File: config.mk
export PLATFORM = sky130hd
export DESIGN_NAME = crc_engine
export DESIGN_NICKNAME = d
export VERILOG_FILES = /design/src/rtl/crc_pkg.sv /design/src/rtl/crc_datapath.sv /design/src/rtl/crc_ctrl.sv /design/src/rtl/crc_engine.sv
export SDC_FILE = /design/constraint.sdc
export NUM_CORES = 1
export LEC_CHECK = 0
export CAP_MARGIN = 10
export CORE_MARGIN = 8
export CORE_UTILIZATION = 45
export CTS_BUF_LIST = sky130_fd_sc_hd__clkbuf_8 sky130_fd_sc_hd__clkbuf_16
export DETAILED_ROUTE_END_ITERATION = 12
export PLACE_DENSITY = 0.82
export SYNTH_ARGS = -nofsm -noshare
export SYNTH_HDL_FRONTEND = slang
export SYNTH_SLANG_ARGS = --single-unit
File: constraint.sdc
create_clock -name clk -period 8.36 [get_ports clk]
set_input_delay 2.09 -clock clk [delete_from_list [all_inputs] [get_ports clk]]
set_output_delay 2.09 -clock clk [all_outputs]
set_load 0.005 [all_outputs]
File: src/rtl/crc_pkg.sv
package crc_pkg;
  localparam int CRC_W     = 16;
  localparam int BYTE_W    = 8;
  localparam int N_OUT     = CRC_W / BYTE_W;
  localparam int OUT_IDX_W = (N_OUT > 1) ? $clog2(N_OUT) : 1;

  localparam logic [1:0] SEL_C8   = 2'd0;
  localparam logic [1:0] SEL_DISK = 2'd1;

  typedef struct packed {
    logic                 seed;
    logic                 fold;
    logic [OUT_IDX_W-1:0] byteIdx;
  } ctrlStrb_t;

  function automatic logic [CRC_W-1:0] polyTaps(input logic [1:0] sel);
    case (sel)
      SEL_C8:   polyTaps = CRC_W'(16'h001D);
      SEL_DISK: polyTaps = CRC_W'(16'h8005);
      default:  polyTaps = CRC_W'(16'h1021);
    endcase
  endfunction
endpackage

File: src/rtl/crc_datapath.sv
module crc_datapath
  import crc_pkg::*;
(
  input  logic              clk,
  input  logic              rstN,
  input  logic              wide,
  input  logic [1:0]        polySel,
  input  logic [CRC_W-1:0]  initVal,
  input  logic [BYTE_W-1:0] inData,
  input  ctrlStrb_t         strb,
  output logic [CRC_W-1:0]  crcQ,
  output logic [BYTE_W-1:0] outData,
  output logic              residueZero
);
  logic [CRC_W-1:0] taps;
  logic [CRC_W-1:0] mask;
  logic [CRC_W-1:0] stage [0:BYTE_W];

  assign taps = polyTaps(polySel);
  assign mask = wide ? {CRC_W{1'b1}} : {{(CRC_W-BYTE_W){1'b0}}, {BYTE_W{1'b1}}};
  assign stage[0] = (strb.seed ? initVal : crcQ) & mask;

  // unrolled MSB-first shift steps, one per input bit
  for (genvar k = 0; k < BYTE_W; k++) begin : g_step
    logic topBit;
    assign topBit = (wide ? stage[k][CRC_W-1] : stage[k][BYTE_W-1]) ^ inData[BYTE_W-1-k];
    assign stage[k+1] = ((stage[k] << 1) ^ (topBit ? taps : '0)) & mask;
  end

  always_ff @(posedge clk or negedge rstN) begin
    if (!rstN)          crcQ <= '0;
    else if (strb.fold) crcQ <= stage[BYTE_W];
    else if (strb.seed) crcQ <= stage[0];
  end

  assign outData     = crcQ[strb.byteIdx*BYTE_W +: BYTE_W];
  assign residueZero = (crcQ == '0);
endmodule

File: src/rtl/crc_ctrl.sv
module crc_ctrl
  import crc_pkg::*;
(
  input  logic      clk,
  input  logic      rstN,
  input  logic      wide,
  input  logic      frameStart,
  input  logic      inValid,
  input  logic      inLast,
  input  logic      checkMode,
  input  logic      outReady,
  input  logic      residueZero,
  output ctrlStrb_t strb,
  output logic      inReady,
  output logic      outValid,
  output logic      done,
  output logic      ok
);
  typedef enum logic {ST_TAKE, ST_EMIT} state_e;

  state_e               state;
  logic [OUT_IDX_W-1:0] emitIdx;
  logic [OUT_IDX_W-1:0] lastIdx;
  logic                 accept;
  logic                 chkQ;

  assign inReady  = (state == ST_TAKE);
  assign outValid = (state == ST_EMIT);
  assign accept   = inValid && inReady;
  assign lastIdx  = wide ? OUT_IDX_W'(N_OUT - 1) : '0;

  always_comb begin
    strb.seed    = frameStart;
    strb.fold    = accept;
    strb.byteIdx = lastIdx - emitIdx;
  end

  assign ok = done && chkQ && residueZero;

  always_ff @(posedge clk or negedge rstN) begin
    if (!rstN) begin
      state   <= ST_TAKE;
      emitIdx <= '0;
      done    <= 1'b0;
      chkQ    <= 1'b0;
    end else begin
      done <= accept && inLast;
      if (accept && inLast) chkQ <= checkMode;
      if (accept && inLast && !checkMode) begin
        state   <= ST_EMIT;
        emitIdx <= '0;
      end else if (frameStart) begin
        state   <= ST_TAKE;
        emitIdx <= '0;
      end else if (outValid && outReady) begin
        if (emitIdx == lastIdx) state <= ST_TAKE;
        else                    emitIdx <= emitIdx + 1'b1;
      end
    end
  end
endmodule

File: src/rtl/crc_engine.sv
module crc_engine
  import crc_pkg::*;
(
  input  logic              clk,
  input  logic              rstN,
  input  logic [1:0]        polySel,
  input  logic [CRC_W-1:0]  initVal,
  input  logic              checkMode,
  input  logic              frameStart,
  input  logic              inValid,
  input  logic [BYTE_W-1:0] inData,
  input  logic              inLast,
  output logic              inReady,
  output logic              outValid,
  output logic [BYTE_W-1:0] outData,
  input  logic              outReady,
  output logic              done,
  output logic              ok,
  output logic [CRC_W-1:0]  crcOut
);
  ctrlStrb_t strb;
  logic      wide;
  logic      residueZero;

  assign wide = (polySel != SEL_C8);

  crc_ctrl u_ctrl (
    .clk(clk), .rstN(rstN), .wide(wide), .frameStart(frameStart),
    .inValid(inValid), .inLast(inLast), .checkMode(checkMode),
    .outReady(outReady), .residueZero(residueZero), .strb(strb),
    .inReady(inReady), .outValid(outValid), .done(done), .ok(ok)
  );

  crc_datapath u_dp (
    .clk(clk), .rstN(rstN), .wide(wide), .polySel(polySel),
    .initVal(initVal), .inData(inData), .strb(strb), .crcQ(crcOut),
    .outData(outData), .residueZero(residueZero)
  );
endmodule

* Yosys cells after proc, flatten, opt, wreduce, memory -nomap -nowiden *
Index checks and enable logic that the tools add are counted.

cells by class
  $add $sub $neg = 2
  eq/ne operators = 3
  shifts and indexed selects = 1
  mux-type cells = 30
  bitwise operators = 26
  reduce and logical (&&, ||, !) cells = 15

operator list
  operator                                                                 number
  16-bit 2-to-1 mux                                                        12
  16-bit bitwise AND                                                       9
  16-bit bitwise XOR                                                       8
  16-bit case mux with 2 select lines                                      1
  1-bit 2-to-1 mux                                                         17
  16-bit logical NOT                                                       1
  16-bit by 5-bit indexed part select with 8-bit output                    1
  1-bit bitwise XOR                                                        8
  1-bit logical AND                                                        6
  3-bit nonzero test                                                       2
  2-bit AND reduction                                                      2
  2-bit nonzero test                                                       2
  3-bit by 2-bit inequality test with 1-bit output, second input constant  1
  2-bit by 1-bit equality test with 1-bit output, second input constant    1
  2-bit logical NOT                                                        1
  1-bit adder, second input constant                                       1
  1-bit equality test                                                      1
  1-bit logical NOT                                                        1
  1-bit NOT                                                                1
  1-bit subtractor                                                         1

word-level totals
  register bits after elaboration = 20
  input bits = 33
  output and inout bits = 28
  word-level logic and storage cells = 82

* Depth between registers and ports, before layout *
Gate-level depths: netlist of run 1.

  depth after elaboration = 44
  gate-level depth with buffers = 15
  gate-level depth less buffers = 14

* Hierarchy *
From an unflattened synthesis of run 1, not the netlist that was laid out.

second synthesis, totals
  cell total of the unflattened synthesis = 374
  area total of the unflattened synthesis = 3099.2 um^2

modules (own cells, without submodules)
  module        times used  cells an instance  area an instance (um^2)  sequential area each (um^2)
  crc_datapath  1           354                2861.5                   400.4
  crc_ctrl      1           19                 231.5                    100.1
  crc_engine    1           1                  6.3                      0.0

* Worst setup path before layout of run 1 *
OpenSTA, ideal clock, no wires.

  kind = input to register
  from = in inData[7]
  to = reg u_dp.crcQ[6]
  library setup time = 124 ps
  arrival time = 5496 ps
  data required time = 8236 ps
  setup slack = 2740 ps
  stages on the path = 15
  buffers on the path = 2
  cells stage by stage = buf_6 -> xor2_1 -> o32a_1 -> nor3b_4 -> o31a_2 -> nor2_4 -> xnor3_1 -> o311ai_2 -> nor3_1 -> o21a_1 -> buf_2 -> xnor3_1 -> or3_1 -> and4_1 -> o31a_1

on the way
  cells in the longest elaborated chain, start to end = 40

RTL lines
  element                 line                text
  start, declared         crc_engine.sv:11    input logic [BYTE_W-1:0] inData,
  1-bit bitwise XOR (*)   crc_datapath.sv:26  assign topBit = (wide ? stage[k][CRC_W-1] : stage[k][BYTE_W-1]) ^ inData[BYTE_W-1-k];
  16-bit 2-to-1 mux (*)   crc_datapath.sv:27  assign stage[k+1] = ((stage[k] << 1) ^ (topBit ? taps : '0)) & mask;
  16-bit bitwise XOR (*)  crc_datapath.sv:27
  16-bit bitwise AND (*)  crc_datapath.sv:27
  1-bit 2-to-1 mux        crc_datapath.sv:26
  1-bit bitwise XOR       crc_datapath.sv:26
  16-bit 2-to-1 mux       crc_datapath.sv:27
  16-bit bitwise XOR (*)  crc_datapath.sv:27
  (+24 left out)          n/a
  16-bit bitwise XOR (*)  crc_datapath.sv:27
  16-bit bitwise AND (*)  crc_datapath.sv:27
  1-bit 2-to-1 mux        crc_datapath.sv:26
  1-bit bitwise XOR       crc_datapath.sv:26
  16-bit 2-to-1 mux       crc_datapath.sv:27
  16-bit bitwise XOR (*)  crc_datapath.sv:27
  16-bit bitwise AND (*)  crc_datapath.sv:27
  16-bit 2-to-1 mux (*)   crc_datapath.sv:32  else if (strb.fold) crcQ <= stage[BYTE_W];
  end signal, assigned    crc_datapath.sv:32
  end signal, assigned    crc_datapath.sv:33  else if (strb.seed) crcQ <= stage[0];
  end, declared           crc_datapath.sv:11  output logic [CRC_W-1:0] crcQ,

Every way passes the cells marked *; elsewhere a longest branch is shown, timed or not.
A chain may end at the register's enable or synchronous reset.

* Final worst setup path of run 1 *
  from = in polySel[0]
  to = out outData[0]

on the way
  cells in the longest elaborated chain, start to end = 4

RTL lines
  element                                                line                text
  start, declared                                        crc_engine.sv:6     input logic [1:0] polySel,
  2-bit nonzero test                                     crc_engine.sv:25    assign wide = (polySel != SEL_C8);
  1-bit 2-to-1 mux                                       crc_ctrl.sv:30      assign lastIdx = wide ? OUT_IDX_W'(N_OUT - 1) : '0;
  1-bit subtractor                                       crc_ctrl.sv:35      strb.byteIdx = lastIdx - emitIdx;
  16-bit by 5-bit indexed part select with 8-bit output  crc_datapath.sv:36  assign outData = crcQ[strb.byteIdx*BYTE_W +: BYTE_W];
  end, declared                                          crc_engine.sv:15    output logic [BYTE_W-1:0] outData,

Every way passes these cells.

==> results.sh, run 1 <==
export IMPL_ir_worst_vdd_uv=149
export IMPL_wirelength_mm=9.39
export IMPL_die_area_um2=9470
export IMPL_insertion_delay_ns=0.26
export IMPL_gp_routability_congestion=0.926
export IMPL_cp_max_fo=23
export IMPL_dpl_cell_area_um2=3610
export IMPL_clock_path_buffers=2
export IMPL_hold_path_class="register to register"
export IMPL_postRouteAntennaNets=0
export IMPL_place_port_buffers=60
export IMPL_hold_viol=0
export IMPL_slew_headroom=0.352
export IMPL_ys_flop_type="dfrtp_1"
export IMPL_critPathLaunchType="input pin"
export IMPL_via_count=3023
export IMPL_cts_reportedPaths_clkPinSlew_ns=0.08
export IMPL_core_um2=6390
export IMPL_drt_iter0_drc=237
export IMPL_cts_resized_gates=0
export IMPL_ys_types=78
export IMPL_grt_usage=0.192
export IMPL_crit_type="input pin to output port"
export IMPL_stdcell_area_um2=3670
export IMPL_cp_num_buf_inv=3
export IMPL_max_stage_delay_ns=0.72
export IMPL_crit_required_ns=6.27
export IMPL_first_pass_iters=5
export IMPL_synthCells=356
export IMPL_netlist_area_um2=2980
export IMPL_cts_sinks=20
export IMPL_grt_pass1_wl_mm=15.3
export IMPL_grt_pass1_vias=2951
export IMPL_grt_max_degree=30
export IMPL_root_buffer="clkbuf_8"
export IMPL_cellLeakagePower_nw=1.47
export IMPL_yosys_warnings=0
export IMPL_tightest_slew_ns=0.969
export IMPL_synth_seq_cells=20
export IMPL_async_flop_share=1.00
export IMPL_post_cts_buffers=0
export IMPL_n_fill_cell=557
export IMPL_cts_tree="yes"
export IMPL_syn_nets=389
export IMPL_rows=29
export IMPL_crit_family="buffers and inverters"
export IMPL_critPathArrivalTime_ns=4.57
export IMPL_avgSynthCellArea_um2=8.36
export IMPL_setup_viol=0
export IMPL_io_pins=61
export IMPL_nets=440
export IMPL_endpoint_kind="output port"
export IMPL_drive_gt1_frac=0.135
export IMPL_overflow=0
export IMPL_critPathSlowestCell="xnor2_1"
export IMPL_ys_seq_area_frac=0.168
export IMPL_critPathMostFrequentCell="clkdlybuf4s50_1"
export IMPL_die_height_um=97.3
export IMPL_timing_fmax_mhz=150
export IMPL_drv_slew=0
export IMPL_h_tree_depth=1
export IMPL_initial_core_util=0.466
export IMPL_status="finished, final reports clean"
export IMPL_rsz0062_at_grt="no"
export IMPL_setup_tns_ns=0
export IMPL_antenna_found_initial=0
export IMPL_cts_made_buffers=3
export IMPL_viasPerCell=6.26
export IMPL_wl_per_cell_um=19.4
export IMPL_p_per_area_nw_per_um2=209
export IMPL_synth_edff_count=0
export IMPL_die_w_um=97.3
export IMPL_drv_cap=0
export IMPL_finalCriticalPeriod_ns=6.66
export IMPL_drc_errors=0
export IMPL_finalClockSkew_ns=0.00171
export IMPL_syn2layout_area_growth_pct=23.3
export IMPL_hpwl_mm=7.34
export IMPL_hold_buffers=0
export IMPL_period_share=0.797
export IMPL_diodes=0
export IMPL_worstPathCellList="clkdlybuf4s50_1, buf_4, nor2_1, xnor2_1, mux2_2, clkdlybuf4s50_1"
cells by family (layout without fill, tap and decap cells):
logic type | Yosys count | count (layout) | synth area share
AO/OA/AOI/OAI | 82 | 82 | 0.210
XOR/XNOR | 48 | 48 | 0.178
multiplexers | 35 | 35 | 0.129
flip-flops | 20 | 20 | 0.168
buffers and inverters | 28 | 78 | 0.0433
AND/OR/NAND/NOR | 143 | 143 | 0.272
synth_stat cells (13+ instances only):
cell,n,share of area
mux2_2,16,0.061
xnor2_1,24,0.071
nor2_1,31,0.039
o21ai_0,13,0.022
nand3_1,13,0.022
nand2_1,27,0.034
dfrtp_1,20,0.17
xor2_1,16,0.047
mux2i_1,18,0.061
nor3_1,16,0.027
clkbuf_1,14,0.018
a21oi_1,18,0.030
placed cells by master (no fill, tap or decap), types with 3 or more instances in the layout:
master,instances
nand3_1,13
clkbuf_8,4
or3_1,7
nand2b_1,5
a22oi_1,6
nor3_1,16
o21a_1,3
or4_1,3
xor2_1,16
nor2b_1,5
nand4_1,4
a21oi_1,18
mux2_2,16
nor2_1,31
a31oi_1,3
and2_1,3
dfrtp_1,20
mux2i_1,18
nand2_1,27
and3_1,6
buf_4,5
o21ai_0,13
nor4_1,3
xnor3_1,6
a32oi_1,3
inv_1,7
xnor2_1,24
clkdlybuf4s50_1,60
state kept, by name (all words and copies together), names as in the netlist:
register,count
u_ctrl.chkQ,1
u_ctrl.done,1
u_ctrl.emitIdx,1
u_ctrl.outValid,1
u_dp.crcQ,16
metrics by stage:
step                      hold slack, ns  total power, mW  setup slack, ns  instances  utilization
after CTS                          0.512            0.761             1.71        483        0.575
after global placement             0.488            0.672             1.76        479        0.566
after global routing               0.548            0.817             1.58        483        0.575
final                              0.513            0.767             1.70        483        0.575
after detailed placement           0.494            0.684             1.68        479        0.566
after floorplan                    0.480            0.499             2.74        356            -
routing by layer:
layer | GRT usage | vias to the layer above | share of wire
li1 | - | 1409 | -
met1 | 0.243 | 1467 | 0.42
met2 | 0.330 | 135 | 0.49
met3 | 0.0284 | 12 | 0.070
met4 | 0.0478 | 0 | 0.018
met5 | 0 | - | 0
report_power, final:
part,leakage [nW],total [mW],internal [mW],switching (mW)
Sequential,0.243,0.161,0.123,0.0378
Clock,0.0288,0.0761,0.0420,0.0341
Combinational,1.20,0.530,0.263,0.267
final timing paths:
kind | from | to | slack [ns] | cells past startpoint
max | polySel[0] | outData[0] | 1.70 | 6
min | u_ctrl.chkQ | u_ctrl.chkQ | 0.51 | 1
max reg2reg | u_dp.crcQ[15] | u_dp.crcQ[3] | 4.11 | 14
min reg2reg | u_ctrl.chkQ | u_ctrl.chkQ | 0.51 | 1
max in group asynchronous | rstN | u_ctrl.chkQ | 5.41 | 1
min in group asynchronous | rstN | u_dp.crcQ[10] | 2.36 | 1
cell type report:
class	count	area (um2)	area share
Clock buffer	4	55.1	0.0150
Multi-Input combinational cell	308	2350	0.639
Sequential cell	20	500	0.136
Inverter	9	33.8	0.00921
Timing Repair Buffer	65	638	0.174
Tap cell	77	96.3	0.0263
No activity file was read; power rests on OpenSTA's default activity.
==> inputs of run 2 (changes only) <==
Settings changed: PLACE_DENSITY 0.82 to 0.85.
Clock period 8.36 ns to 5.95 ns, I/O delays scaled along.
==> results.sh, run 2 (same netlist as run 1, synthesis figures left out) <==
export IMPL_status="finished, final reports clean"
export IMPL_cts_reportedPaths_clkPinSlew_ns=0.07
export IMPL_finalPower_mw=1.10
export IMPL_crit_path_start="frameStart"
export IMPL_crit_required_ns=6.15
export IMPL_setup_slack_ns=0.321
export IMPL_period_share=0.946
export IMPL_cts_made_buffers=3
export IMPL_cts_tree="yes"
export IMPL_finalCriticalPeriod_ns=5.63
export IMPL_cellLeakagePower_nw=1.53
export IMPL_setup_tns_ns=0
export IMPL_grt_pass1_wl_mm=15.6
export IMPL_root_buffer="clkbuf_8"
export IMPL_insertion_delay_ns=0.26
export IMPL_first_pass_iters=5
export IMPL_rsz0062_at_grt="no"
export IMPL_timing_fmax_mhz=178
export IMPL_critPathArrivalTime_ns=5.83
export IMPL_overflow=0
export IMPL_hold_buffers=0
export IMPL_cts_sinks=20
export IMPL_cp_max_fo=10
export IMPL_layout_cells_most_common="clkdlybuf4s50_1"
export IMPL_io_pins=61
export IMPL_wirelength_mm=9.65
export IMPL_finalClockSkew_ns=0.00811
export IMPL_via_count=3149
export IMPL_grt_usage=0.194
export IMPL_hold_viol=0
export IMPL_place_port_buffers=60
export IMPL_h_tree_depth=1
export IMPL_postRouteAntennaNets=0
export IMPL_p_per_area_nw_per_um2=293
export IMPL_wl_per_cell_um=19.5
export IMPL_rows=29
export IMPL_dpl_cell_area_um2=3710
export IMPL_timing_rr_start="u_dp.crcQ[15]"
export IMPL_post_cts_buffers=0
export IMPL_drv_slew=0
export IMPL_tightest_slew_ns=0.942
export IMPL_drt_iter0_drc=218
export IMPL_top_register="u_dp.crcQ"
export IMPL_hpwl_mm=7.55
export IMPL_max_stage_delay_ns=0.59
export IMPL_die_height_um=97.3
export IMPL_cts_resized_gates=0
export IMPL_antenna_found_initial=0
export IMPL_die_w_um=97.3
export IMPL_endpoint_kind="register"
export IMPL_nets=453
export IMPL_syn2layout_area_growth_pct=26.6
export IMPL_critPathLaunchType="input pin"
export IMPL_hold_path_class="register to register"
export IMPL_regToRegSetupSlack_ns=1.71
export IMPL_gp_routability_congestion=0.944
export IMPL_core_um2=6390
export IMPL_drive_gt1_frac=0.162
export IMPL_drc_errors=0
export IMPL_largest_register_ffs=16
export IMPL_critPathSlowestCell="clkdlybuf4s50_1"
export IMPL_grt_max_degree=21
export IMPL_crit_type="input pin to register"
export IMPL_most_common_layout_cells="clkdlybuf4s50_1 (60), nor2_1 (31), nand2_1 (27)"
export IMPL_clock_path_buffers=2
export IMPL_pre_cts_ws_ns=0.166
export IMPL_ir_worst_vdd_uv=193
export IMPL_grt_pass1_vias=3121
export IMPL_stdcell_area_um2=3770
export IMPL_worstPathCellList="clkdlybuf4s50_1, buf_4, mux2i_1, xor2_1, o31ai_1, a21oi_1, buf_4, xor2_1, mux2i_1, o32ai_1, a211oi_1, nor2b_1, xnor2_1, or4_1, nand3_1, o31a_1"
export IMPL_die_area_um2=9470
export IMPL_diodes=0
export IMPL_viasPerCell=6.35
export IMPL_setup_viol=0
export IMPL_drv_cap=0
export IMPL_holdCritStartpoint="u_ctrl.chkQ"
export IMPL_slew_headroom=0.370
export IMPL_initial_core_util=0.466
run 2: area by class of cell:
class	instances	area, um2
Clock buffer	4	55.1
Fill cell	551	2620
Inverter	9	33.8
Multi-Input combinational cell	308	2350
Sequential cell	20	500
Tap cell	77	96.3
Timing Repair Buffer	78	736
run 2: worst paths after layout:
| check | endpoint | depth (start not counted) |
|---|---|---|
| setup / recovery | u_dp.crcQ[3] | 16 |
| hold / removal | u_ctrl.chkQ | 1 |
| setup reg to reg | u_dp.crcQ[3] | 14 |
| hold reg to reg | u_ctrl.chkQ | 1 |
| max in group asynchronous | u_dp.crcQ[1] | 1 |
| min in group asynchronous | u_dp.crcQ[13] | 1 |
run 2: power by group:
part | switching [mW] | internal, mW
Clock | 0.0471 | 0.0590
Combinational | 0.383 | 0.388
Sequential | 0.0539 | 0.173
run 2: through the flow:
step,std cells,hold WS (ns),utilization
3_3_place_gp,492,0.490,0.581
6_report,496,0.516,0.590
2_1_floorplan,356,0.480,-
3_5_place_dp,492,0.499,0.581
5_1_grt,496,0.544,0.590
4_1_cts,496,0.516,0.590
run 2: worst max-delay path: cells and delay by family:
family | cells | cell delay, ns
compound gates | 5 | 1.13
xor+xnor | 3 | 0.88
buf+inv | 3 | 0.97
mux | 2 | 0.40
simple gates | 3 | 0.94
run 2: per-layer routing:
layer  routed length [um]  GRT usage  up-vias
li1                     -          -     1437
met1                 3890      0.225     1534
met2                 4680      0.327      146
met3                  762     0.0541       32
met4                  317     0.0816        0
met5                    0          0        -
